### src/rtl/cfg_i2c_pkg.sv
package cfg_i2c_pkg;
  typedef enum logic [1:0] {
    RX_IDLE = 2'd0,
    RX_BITS = 2'd1,
    RX_ACK  = 2'd2
  } rx_state_e;

  typedef enum logic [1:0] {
    PH_ADDR  = 2'd0,
    PH_CMD   = 2'd1,
    PH_COUNT = 2'd2,
    PH_DATA  = 2'd3
  } rx_phase_e;
endpackage

### src/rtl/i2c_line_mon.sv
module i2c_line_mon #(
  parameter int SYNC_STAGES = 2
) (
  input  logic clk,
  input  logic rst_n,
  input  logic scl_i,
  input  logic sda_i,
  output logic sda_s,
  output logic scl_rise,
  output logic scl_fall,
  output logic start_det,
  output logic stop_det
);
  logic [SYNC_STAGES-1:0] scl_sh_q, sda_sh_q;
  logic [SYNC_STAGES-1:0] scl_sh_d, sda_sh_d;
  logic scl_d_q, sda_d_q;
  logic scl_s;

  // Shift the pad values through the synchronizer chain.
  generate
    if (SYNC_STAGES == 1) begin : g_one
      always_comb begin
        scl_sh_d = scl_i;
        sda_sh_d = sda_i;
      end
    end else begin : g_many
      always_comb begin
        scl_sh_d = {scl_sh_q[SYNC_STAGES-2:0], scl_i};
        sda_sh_d = {sda_sh_q[SYNC_STAGES-2:0], sda_i};
      end
    end
  endgenerate

  // Reset to the idle bus level, with both lines high.
  always_ff @(posedge clk or negedge rst_n) begin
    if (!rst_n) begin
      scl_sh_q <= '1;
      sda_sh_q <= '1;
      scl_d_q  <= 1'b1;
      sda_d_q  <= 1'b1;
    end else begin
      scl_sh_q <= scl_sh_d;
      sda_sh_q <= sda_sh_d;
      scl_d_q  <= scl_s;
      sda_d_q  <= sda_s;
    end
  end

  always_comb begin
    scl_s     = scl_sh_q[SYNC_STAGES-1];
    sda_s     = sda_sh_q[SYNC_STAGES-1];
    scl_rise  = scl_s & ~scl_d_q;
    scl_fall  = ~scl_s & scl_d_q;
    start_det = scl_s & scl_d_q & sda_d_q & ~sda_s;
    stop_det  = scl_s & scl_d_q & ~sda_d_q & sda_s;
  end
endmodule

### src/rtl/i2c_wr_fsm.sv
module i2c_wr_fsm
  import cfg_i2c_pkg::*;
#(
  parameter logic [6:0] DEV_ADDR = 7'h69,
  parameter int         NUM_REGS = 4,
  parameter int         IDX_W    = $clog2(NUM_REGS + 1)
) (
  input  logic             clk,
  input  logic             rst_n,
  input  logic             enable,
  input  logic             sda_s,
  input  logic             scl_rise,
  input  logic             scl_fall,
  input  logic             start_det,
  input  logic             stop_det,
  output logic             sda_pull,
  output logic             wr_en,
  output logic [IDX_W-1:0] wr_idx,
  output logic [7:0]       wr_data
);
  localparam logic [7:0]       ADDR_BYTE = {DEV_ADDR, 1'b0};
  localparam logic [IDX_W-1:0] IDX_END   = IDX_W'(NUM_REGS);

  rx_state_e        state_q, state_d;
  rx_phase_e        phase_q, phase_d;
  logic [3:0]       bits_q, bits_d;
  logic [7:0]       shreg_q, shreg_d;
  logic [IDX_W-1:0] idx_q, idx_d;
  logic             pull_q, pull_d;
  logic             wr_en_c;

  // Next-state logic.
  always_comb begin
    state_d = state_q;
    phase_d = phase_q;
    bits_d  = bits_q;
    shreg_d = shreg_q;
    idx_d   = idx_q;
    pull_d  = pull_q;
    wr_en_c = 1'b0;
    if (!enable) begin
      state_d = RX_IDLE;
      pull_d  = 1'b0;
    end else if (start_det) begin
      state_d = RX_BITS;
      phase_d = PH_ADDR;
      bits_d  = 4'd0;
      idx_d   = '0;
      pull_d  = 1'b0;
    end else if (stop_det) begin
      state_d = RX_IDLE;
      pull_d  = 1'b0;
    end else begin
      case (state_q)
        RX_BITS: begin
          if (scl_rise && bits_q < 4'd8) begin
            shreg_d = {shreg_q[6:0], sda_s};
            bits_d  = bits_q + 4'd1;
          end else if (scl_fall && bits_q == 4'd8) begin
            if (phase_q == PH_ADDR && shreg_q != ADDR_BYTE) begin
              state_d = RX_IDLE;
            end else begin
              state_d = RX_ACK;
              pull_d  = 1'b1;
              if (phase_q == PH_DATA && idx_q < IDX_END) wr_en_c = 1'b1;
            end
          end
        end
        RX_ACK: begin
          if (scl_fall) begin
            state_d = RX_BITS;
            bits_d  = 4'd0;
            pull_d  = 1'b0;
            if (phase_q != PH_DATA) phase_d = rx_phase_e'(phase_q + 2'd1);
            else if (idx_q < IDX_END) idx_d = idx_q + 1'b1;
          end
        end
        default: ;
      endcase
    end
  end

  // Register process.
  always_ff @(posedge clk or negedge rst_n) begin
    if (!rst_n) begin
      state_q <= RX_IDLE;
      phase_q <= PH_ADDR;
      bits_q  <= 4'd0;
      shreg_q <= 8'h00;
      idx_q   <= '0;
      pull_q  <= 1'b0;
    end else begin
      state_q <= state_d;
      phase_q <= phase_d;
      bits_q  <= bits_d;
      shreg_q <= shreg_d;
      idx_q   <= idx_d;
      pull_q  <= pull_d;
    end
  end

  always_comb begin
    sda_pull = pull_q;
    wr_en    = wr_en_c;
    wr_idx   = idx_q;
    wr_data  = shreg_q;
  end
endmodule

### src/rtl/cfg_reg_file.sv
module cfg_reg_file #(
  parameter int         NUM_REGS   = 4,
  parameter int         IDX_W      = $clog2(NUM_REGS + 1),
  parameter logic [7:0] REG0_INIT  = 8'h0C,
  parameter logic [7:0] OTHER_INIT = 8'h00
) (
  input  logic                  clk,
  input  logic                  rst_n,
  input  logic                  wr_en,
  input  logic [IDX_W-1:0]      wr_idx,
  input  logic [7:0]            wr_data,
  output logic [NUM_REGS*8-1:0] regs
);
  generate
    for (genvar g = 0; g < NUM_REGS; g++) begin : g_reg
      localparam logic [7:0] INIT = (g == 0) ? REG0_INIT : OTHER_INIT;
      logic [7:0] val_q;
      logic       ce;
      always_comb ce = wr_en && (wr_idx == IDX_W'(g));
      always_ff @(posedge clk or negedge rst_n) begin
        if (!rst_n)  val_q <= INIT;
        else if (ce) val_q <= wr_data;
      end
      always_comb regs[g*8 +: 8] = val_q;
    end
  endgenerate
endmodule

### src/rtl/cfg_i2c_slave.sv
module cfg_i2c_slave #(
  parameter logic [6:0] DEV_ADDR    = 7'h69,
  parameter int         NUM_REGS    = 4,
  parameter int         SYNC_STAGES = 2,
  parameter logic [7:0] REG0_INIT   = 8'h0C,
  parameter logic [7:0] OTHER_INIT  = 8'h00
) (
  input  logic                  clk,
  input  logic                  rst_n,
  input  logic                  pwrdn_n,
  input  logic                  scl_i,
  input  logic                  sda_i,
  output logic                  sda_pull,
  output logic [NUM_REGS*8-1:0] cfg_regs,
  output logic [1:0]            freq_sel,
  output logic [1:0]            clk_mode
);
  localparam int IDX_W = $clog2(NUM_REGS + 1);

  logic             rst_meta_q, rst_n_sync;
  logic             sda_s, scl_rise, scl_fall, start_det, stop_det;
  logic             wr_en;
  logic [IDX_W-1:0] wr_idx;
  logic [7:0]       wr_data;

  // Reset is asserted asynchronously and released on a clock edge.
  always_ff @(posedge clk or negedge rst_n) begin
    if (!rst_n) begin
      rst_meta_q <= 1'b0;
      rst_n_sync <= 1'b0;
    end else begin
      rst_meta_q <= 1'b1;
      rst_n_sync <= rst_meta_q;
    end
  end

  i2c_line_mon #(.SYNC_STAGES(SYNC_STAGES)) u_mon (
    .clk(clk), .rst_n(rst_n_sync), .scl_i(scl_i), .sda_i(sda_i),
    .sda_s(sda_s), .scl_rise(scl_rise), .scl_fall(scl_fall),
    .start_det(start_det), .stop_det(stop_det)
  );

  i2c_wr_fsm #(.DEV_ADDR(DEV_ADDR), .NUM_REGS(NUM_REGS), .IDX_W(IDX_W)) u_fsm (
    .clk(clk), .rst_n(rst_n_sync), .enable(pwrdn_n), .sda_s(sda_s),
    .scl_rise(scl_rise), .scl_fall(scl_fall), .start_det(start_det),
    .stop_det(stop_det), .sda_pull(sda_pull), .wr_en(wr_en),
    .wr_idx(wr_idx), .wr_data(wr_data)
  );

  cfg_reg_file #(.NUM_REGS(NUM_REGS), .IDX_W(IDX_W), .REG0_INIT(REG0_INIT),
                 .OTHER_INIT(OTHER_INIT)) u_regs (
    .clk(clk), .rst_n(rst_n_sync), .wr_en(wr_en), .wr_idx(wr_idx),
    .wr_data(wr_data), .regs(cfg_regs)
  );

  always_comb begin
    freq_sel = cfg_regs[3:2];
    clk_mode = cfg_regs[1:0];
  end
endmodule

### config.mk
export PLATFORM = sky130hd
export DESIGN_NAME = cfg_i2c_slave
export DESIGN_NICKNAME = d
export VERILOG_FILES = /design/src/rtl/cfg_i2c_pkg.sv /design/src/rtl/i2c_line_mon.sv /design/src/rtl/i2c_wr_fsm.sv /design/src/rtl/cfg_reg_file.sv /design/src/rtl/cfg_i2c_slave.sv
export SDC_FILE = /design/constraint.sdc
export NUM_CORES = 1
export LEC_CHECK = 0
export ABC_AREA = 1
export BUFFER_PORTS_ARGS = -buffer_cell sky130_fd_sc_hd__buf_2
export CORE_UTILIZATION = 45
export DETAILED_ROUTE_END_ITERATION = 8
export HOLD_SLACK_MARGIN = 0.12
export PLACE_DENSITY = 0.73
export SETUP_SLACK_MARGIN = 0.05
export SLEW_MARGIN = 0
export SYNTH_ARGS = -nofsm -noshare
export SYNTH_HDL_FRONTEND = slang
export SYNTH_SLANG_ARGS = --single-unit
### constraint.sdc
create_clock -name clk -period 2.2 [get_ports clk]
set_input_delay 0.11 -clock clk [delete_from_list [all_inputs] [get_ports clk]]
set_output_delay 0.11 -clock clk [all_outputs]
set_load 0.03 [all_outputs]
# Yosys cells after proc, flatten, opt, wreduce, memory -nomap -nowiden
# Cells that the tools add are included.
word_totals:
  reg_bits: 60
  input_bits: 5
  output_inout_bits: 37
  elab_cells: 113
op_classes:
  n_reduce_logical: 21
  muxes: 40
  eq_ne: 18
  magnitude_cmp: 2
  n_addsub: 3
  bitwise: 13
op_table:
  columns: ["op", "count"]
  rows:
  - ["two-way mux 2 bit", 12]
  - ["AND reduction 5 bit", 4]
  - ["two-way mux 3 bit", 6]
  - ["two-way mux 4 bit", 4]
  - ["two-way mux 1 bit", 15]
  - ["!= test 5 x 4 -> 1 bit, second input constant", 2]
  - ["!= test 5 bit, second input constant", 2]
  - ["logical AND 1 bit", 8]
  - ["!= test 8 bit, second input constant", 1]
  - ["one-hot mux 4 bit (2 select lines)", 1]
  - ["nonzero test 2 bit", 4]
  - ["AND 1 bit", 7]
  - ["equality test 3 x 2 -> 1 bit, second input constant", 2]
  - ["!= test 2 bit, second input constant", 3]
  - ["!= test 3 x 2 -> 1 bit, second input constant", 2]
  - ["inverter 1 bit", 6]
  - ["AND reduction 6 bit", 1]
  - ["!= test 5 x 1 -> 1 bit, second input constant", 1]
  - ["adder 4 x 1 -> 4 bit, second input constant", 1]
  - ["equality test 2 bit, second input constant", 2]
  - ["equality test 4 bit, second input constant", 1]
  - ["< comparator 4 bit, second input constant", 1]
  - ["one-hot mux 2 bit (2 select lines)", 1]
  - ["AND reduction 4 bit", 1]
  - ["9 further kinds", 9]

# Depth between registers and ports, before layout
depth:
  ltp_word: 11
  depth_mapped: 11

# By module
# Synthesis repeated with hierarchy kept, for this count alone.
hier_totals:
  cells_unflattened: 317
  hier_area_um2: 2733.9
by_module_without_submodules:
  columns: ["mod", "instances", "seq_area_each_um2", "area_per_inst_um2", "cells_each"]
  rows:
  - ["cfg_reg_file", 1, 803.3, 1330.0, 146]
  - ["i2c_wr_fsm", 1, 500.5, 1121.1, 147]
  - ["i2c_line_mon", 1, 157.7, 198.9, 17]
  - ["cfg_i2c_slave", 1, 50.0, 83.8, 7]

# Worst setup path before layout
# OpenSTA, ideal clock, no wires.
synth_timing:
  path_type: "register to register"
  start: "reg u_mon.scl_d_q"
  end: "reg u_regs.g_reg[1].val_q[4]"
  stages_incl_launch_ff: 9
  required_ns: 2.083
  n_path_buf: 1
  setup_time_ns: 0.117
  arrival_time_ns: 1.431
  path_slack_ns: 0.652
  path_cell_list: "dfstp_2 -> inv_2 -> nor2_4 -> nand4_2 -> nor2_4 -> nand3_2 -> buf_6 -> o21ai_1 -> inv_1"
synth_via:
  elab_chain_cells: 9
synth_rtl:
  columns: ["element", "line_no", "text"]
  rows:
  - ["start: declaration", "i2c_line_mon.sv:16", "logic scl_d_q, sda_d_q;"]
  - ["start signal: assignment", "i2c_line_mon.sv:44", "scl_d_q <= scl_s;"]
  - ["AND 1 bit / inverter 1 bit (equally long branches)", "i2c_line_mon.sv:53, i2c_line_mon.sv:52", null]
  - ["logical AND 1 bit / AND 1 bit (equally long branches)", "i2c_wr_fsm.sv:59, i2c_line_mon.sv:52", null]
  - ["two-way mux 1 bit / logical AND 1 bit (equally long branches)", "i2c_wr_fsm.sv:59, i2c_wr_fsm.sv:56", null]
  - ["two-way mux 1 bit", "i2c_wr_fsm.sv:56", "if (scl_rise && bits_q < 4'd8) begin"]
  - ["two-way mux 1 bit", "i2c_wr_fsm.sv:54", "case (state_q)"]
  - ["two-way mux 1 bit", "i2c_wr_fsm.sv:50", "end else if (stop_det) begin"]
  - ["two-way mux 1 bit (*)", "i2c_wr_fsm.sv:44", "end else if (start_det) begin"]
  - ["two-way mux 1 bit (*)", "i2c_wr_fsm.sv:41", "if (!enable) begin"]
  - ["logical AND 1 bit (*)", "cfg_reg_file.sv:19", "always_comb ce = wr_en && (wr_idx == IDX_W'(g));"]
  - ["end signal: assignment", "cfg_reg_file.sv:22", "else if (ce) val_q <= wr_data;"]
  - ["end: declaration", "cfg_reg_file.sv:17", "logic [7:0] val_q;"]
# Every way passes the cells marked *; elsewhere a longest branch is shown, timed or not.
# A chain may end at the register's enable or synchronous reset.

# Worst setup path after layout
layout_timing:
  start: "reg u_mon.scl_d_q"
  end: "reg u_regs.g_reg[0].val_q[0]"
layout_via:
  elab_chain_cells: 9
layout_rtl:
  columns: ["element", "line_no"]
  rows:
  - ["AND 1 bit / inverter 1 bit (equally long branches)", "i2c_line_mon.sv:53, i2c_line_mon.sv:52"]
  - ["logical AND 1 bit / AND 1 bit (equally long branches)", "i2c_wr_fsm.sv:59, i2c_line_mon.sv:52"]
  - ["two-way mux 1 bit / logical AND 1 bit (equally long branches)", "i2c_wr_fsm.sv:59, i2c_wr_fsm.sv:56"]
  - ["two-way mux 1 bit", "i2c_wr_fsm.sv:56"]
  - ["two-way mux 1 bit", "i2c_wr_fsm.sv:54"]
  - ["two-way mux 1 bit", "i2c_wr_fsm.sv:50"]
  - ["two-way mux 1 bit (*)", "i2c_wr_fsm.sv:44"]
  - ["two-way mux 1 bit (*)", "i2c_wr_fsm.sv:41"]
  - ["logical AND 1 bit (*)", "cfg_reg_file.sv:19"]
  - ["end signal: assignment", "cfg_reg_file.sv:22"]
  - ["end: declaration", "cfg_reg_file.sv:17"]
# Marked as above.

==> out/metrics.yaml <==
timing.rr.end: "u_regs.g_reg[0].val_q[0]$_DFFE_PN0P_"
power-per-cell-area_nw_per_um2: 947
dp_hpwl_mm: 3.67
cp_data_required_time_ns: 2.43
dp_cells: 453
pwr-share-seq_pct: 47.7
cts_sinks: 60
final_cells: 473
htreeDepth: 3
start_kind: "register"
drt_wl_total_mm: 5.35
vdd_drop_max_uv: 624
seq_area_frac_synth_pct: 51.9
synth_cells: 346
dr.first_iter.drc_count: 112
dieArea_um2: 6800
fp.dieH_um: 82.5
ys_warn_count: 0
core_area_um2: 6100
grt_pass1_vias: 2037
viasPerCell: 4.60
floorplan.initialDensity_pct: 47.8
drtPass1Iterations: 4
ys_ff_latch: 60
grt.total_usage_pct: 18.3
yosys-mux-area-fraction_pct: 0.386
clkTransAtPathRegs_ns: 0.07
reg2reg_depth: 7
via_count: 2176
finalSetupViolCount: 0
cts_tree: "built"
antenna_found_initial: 0
multi_input_area_um2: 972
antenna_cells: 0
synth_top_family_by_area: "simple AND/OR/NAND/NOR gates"
fill_cells: 596
crit_fanout: 16
startpoint: "u_mon.scl_d_q$_DFF_PN1_"
yosys.area_share.simple_pct: 19.0
gr-total-overflow: 0
dr.max_layer_used: "met4"
fin_crit_sh_pct: 80.4
cp-endpoint: "u_regs.g_reg[0].val_q[0]$_DFFE_PN0P_"
tightestPinTransition_ns: 0.567
cp-end-kind: "register"
yosysUniqueCellTypes: 30
finalHoldViolCount: 0
cts_setup_buffers: 0
critical_path_class: "reg2reg"
grt_setup_unrepaired: "no"
final-seq-area_um2: 1510
r2r_start: "u_mon.scl_d_q$_DFF_PN1_"
port_buffers: 41
maxCapViolations: 0
ant_nets: 0
syn_to_final_growth_pct: 16.4
drive_above_1_share_pct: 20.6
layout.nets: 409
root_buffer: "clkbuf_8"
wl_met3_um: 238
setup_tns_ns: 0
synth-adder-area-share_pct: 4.72
fin_skew_ns: 0.00965
cp.arrival_ns: 2.00
hold_class: "in2reg"
wl_met2_mm: 2.52
syn_area_um2: 2910
grt_start_max_net_pins: 36
rows: 28
slew_viol_final: 0
met1_length_mm: 2.52
worstSkewPairLatency_ns: 0.34
drt_drc_violations_left: 0
synth_compound_area_share_pct: 8.84
synth_nets: 362
fin_crit_ns: 1.77
synth_xor_area_share_pct: 0.301
power.internal_w: 0.00209
p_sw_w: 0.00112
pin_count: 42
routabilityCongestion: 0.866
switching_share_pct: 34.9
status: "finished, final reports clean"
die_w_um: 82.5
power_frac_comb_pct: 21.3
leakage_nw: 1.70
syn_avg_cell_area_um2: 8.42
max_freq_mhz: 565
grt_pass1_wl_mm: 9.01
slew_headroom_pct: 62.2
pwr-share-clk_pct: 31.0
wl_per_cell_um: 11.3
ctsLongestPathBuffers: 2
ff2ff_setup_slack_ns: 0.43
cts_made_buffers: 9
## cells in the final DEF (no fill, tap or decap), types with 2 or more instances in the layout
master and instances:
nor2_2 3, nand3_1 13, inv_1 91, nand4_2 2
dfstp_2 8, dfrtp_1 51, o21ai_1 33, clkinvlp_4 3
nand2_1 73, o21ai_0 10, nor2_1 16, a21oi_1 4
nand3_2 5, ha_1 11, buf_2 41, dlygate4sd3_1 4
nor2_4 2, clkbuf_8 10
## critical path: stages (launching register included)
cell and delay [ns]:
dfstp_2 0.55, inv_2 0.05, nor2_4 0.15, nand4_2 0.13, nor2_4 0.20, nand3_2 0.30
o21ai_1 0.23, inv_1 0.06
## synthesized netlist by cell type, drive strengths merged
library cell	count	area share (%)
nor3	1	0.17
nand3	18	4.0
o22ai	1	0.21
nor4	1	0.21
inv	92	12
xor2	1	0.30
dfstp	8	7.2
conb	1	0.13
nor2	21	3.5
nand2	74	9.6
nand3b	1	0.26
ha	11	4.7
mux2	1	0.39
a21oi	4	0.69
dfrtp	52	45
or2	1	0.21
buf	10	2.9
o31ai	1	0.26
o21ai	44	7.7
nand4	3	1.1
## how the worst min path moves through the flow
stage | slack [ns] | depth (start not counted) | start | end
final | 0.22 | 5 | pwrdn_n | u_fsm.state_q[1]$_DFFE_PN0P_
after global routing | 0.22 | 5 | pwrdn_n | u_fsm.state_q[1]$_DFFE_PN0P_
after CTS | 0.19 | 5 | pwrdn_n | u_fsm.state_q[1]$_DFFE_PN0P_
after detailed placement | -0.10 | 1 | rst_n | rst_meta_q$_DFF_PN0_
after global placement | -0.10 | 1 | rst_n | rst_meta_q$_DFF_PN0_
after floorplan | -0.19 | 0 | rst_n | rst_meta_q$_DFF_PN0_
## kinds of logic (layout without fill, tap and decap cells)
| group | after synthesis | in the layout |
|---|---|---|
| simple gates | 120 | 120 |
| buf+inv | 102 | 154 |
| flops | 60 | 60 |
| compound gates | 50 | 50 |
| fa+ha+maj | 11 | 11 |
| other cells | 1 | 1 |
| xor+xnor | 1 | 1 |
| mux | 1 | 1 |
## timing repair
item,in CTS,in global routing
hold buffers,4,0
hold endpoints to repair,4,0
resized for setup,0,0
## stage by stage
stage               cell area [µm²]  hold WS [ns]  power, W  utilization [%]  worst slack [ns]
global placement               3150        -0.103   0.00219             51.7             0.468
global route                   3390         0.216   0.00344             55.6             0.257
detailed placement             3150        -0.104   0.00223             51.7             0.424
finish                         3390         0.223   0.00321             55.6             0.431
CTS                            3390         0.195   0.00325             55.6             0.410
floorplan                      2910        -0.186   0.00199                -             0.420
## metal layers
layer	up-vias	GRT usage (%)
met3	6	6.26
met5	-	0
met1	998	21.3
met2	46	30.7
met4	0	7.02
li1	1126	-
## flip-flops by register name, summed over array words and instances (netlist names), 2 cells and up
signal / cells
u_fsm.state_q: 2
u_mon.scl_sh_q: 2
u_regs.g.val_q: 32
u_fsm.wr_data: 8
u_fsm.wr_idx: 3
u_mon.sda_sh_q: 2
u_fsm.bits_q: 4
u_fsm.phase_q: 2
## power groups by stage
stage          clock network, W  logic [W]  registers [W]
2_1_floorplan                 0   0.000511        0.00148
3_3_place_gp                  0   0.000646        0.00155
3_5_place_dp                  0   0.000679        0.00155
4_1_cts                 0.00103   0.000688        0.00153
5_1_grt                 0.00108   0.000795        0.00156
6_report               0.000997   0.000684        0.00153
## final cells by class
cell class / count / area share [%]
Clock buffer: 11 / 4.17
Clock inverter: 5 / 1.81
Inverter: 92 / 10.2
Multi-Input combinational cell: 184 / 28.7
Sequential cell: 60 / 44.6
Tap cell: 75 / 2.77
Timing Repair Buffer: 46 / 7.82
Note: power is estimated with default switching activity, not from simulation.
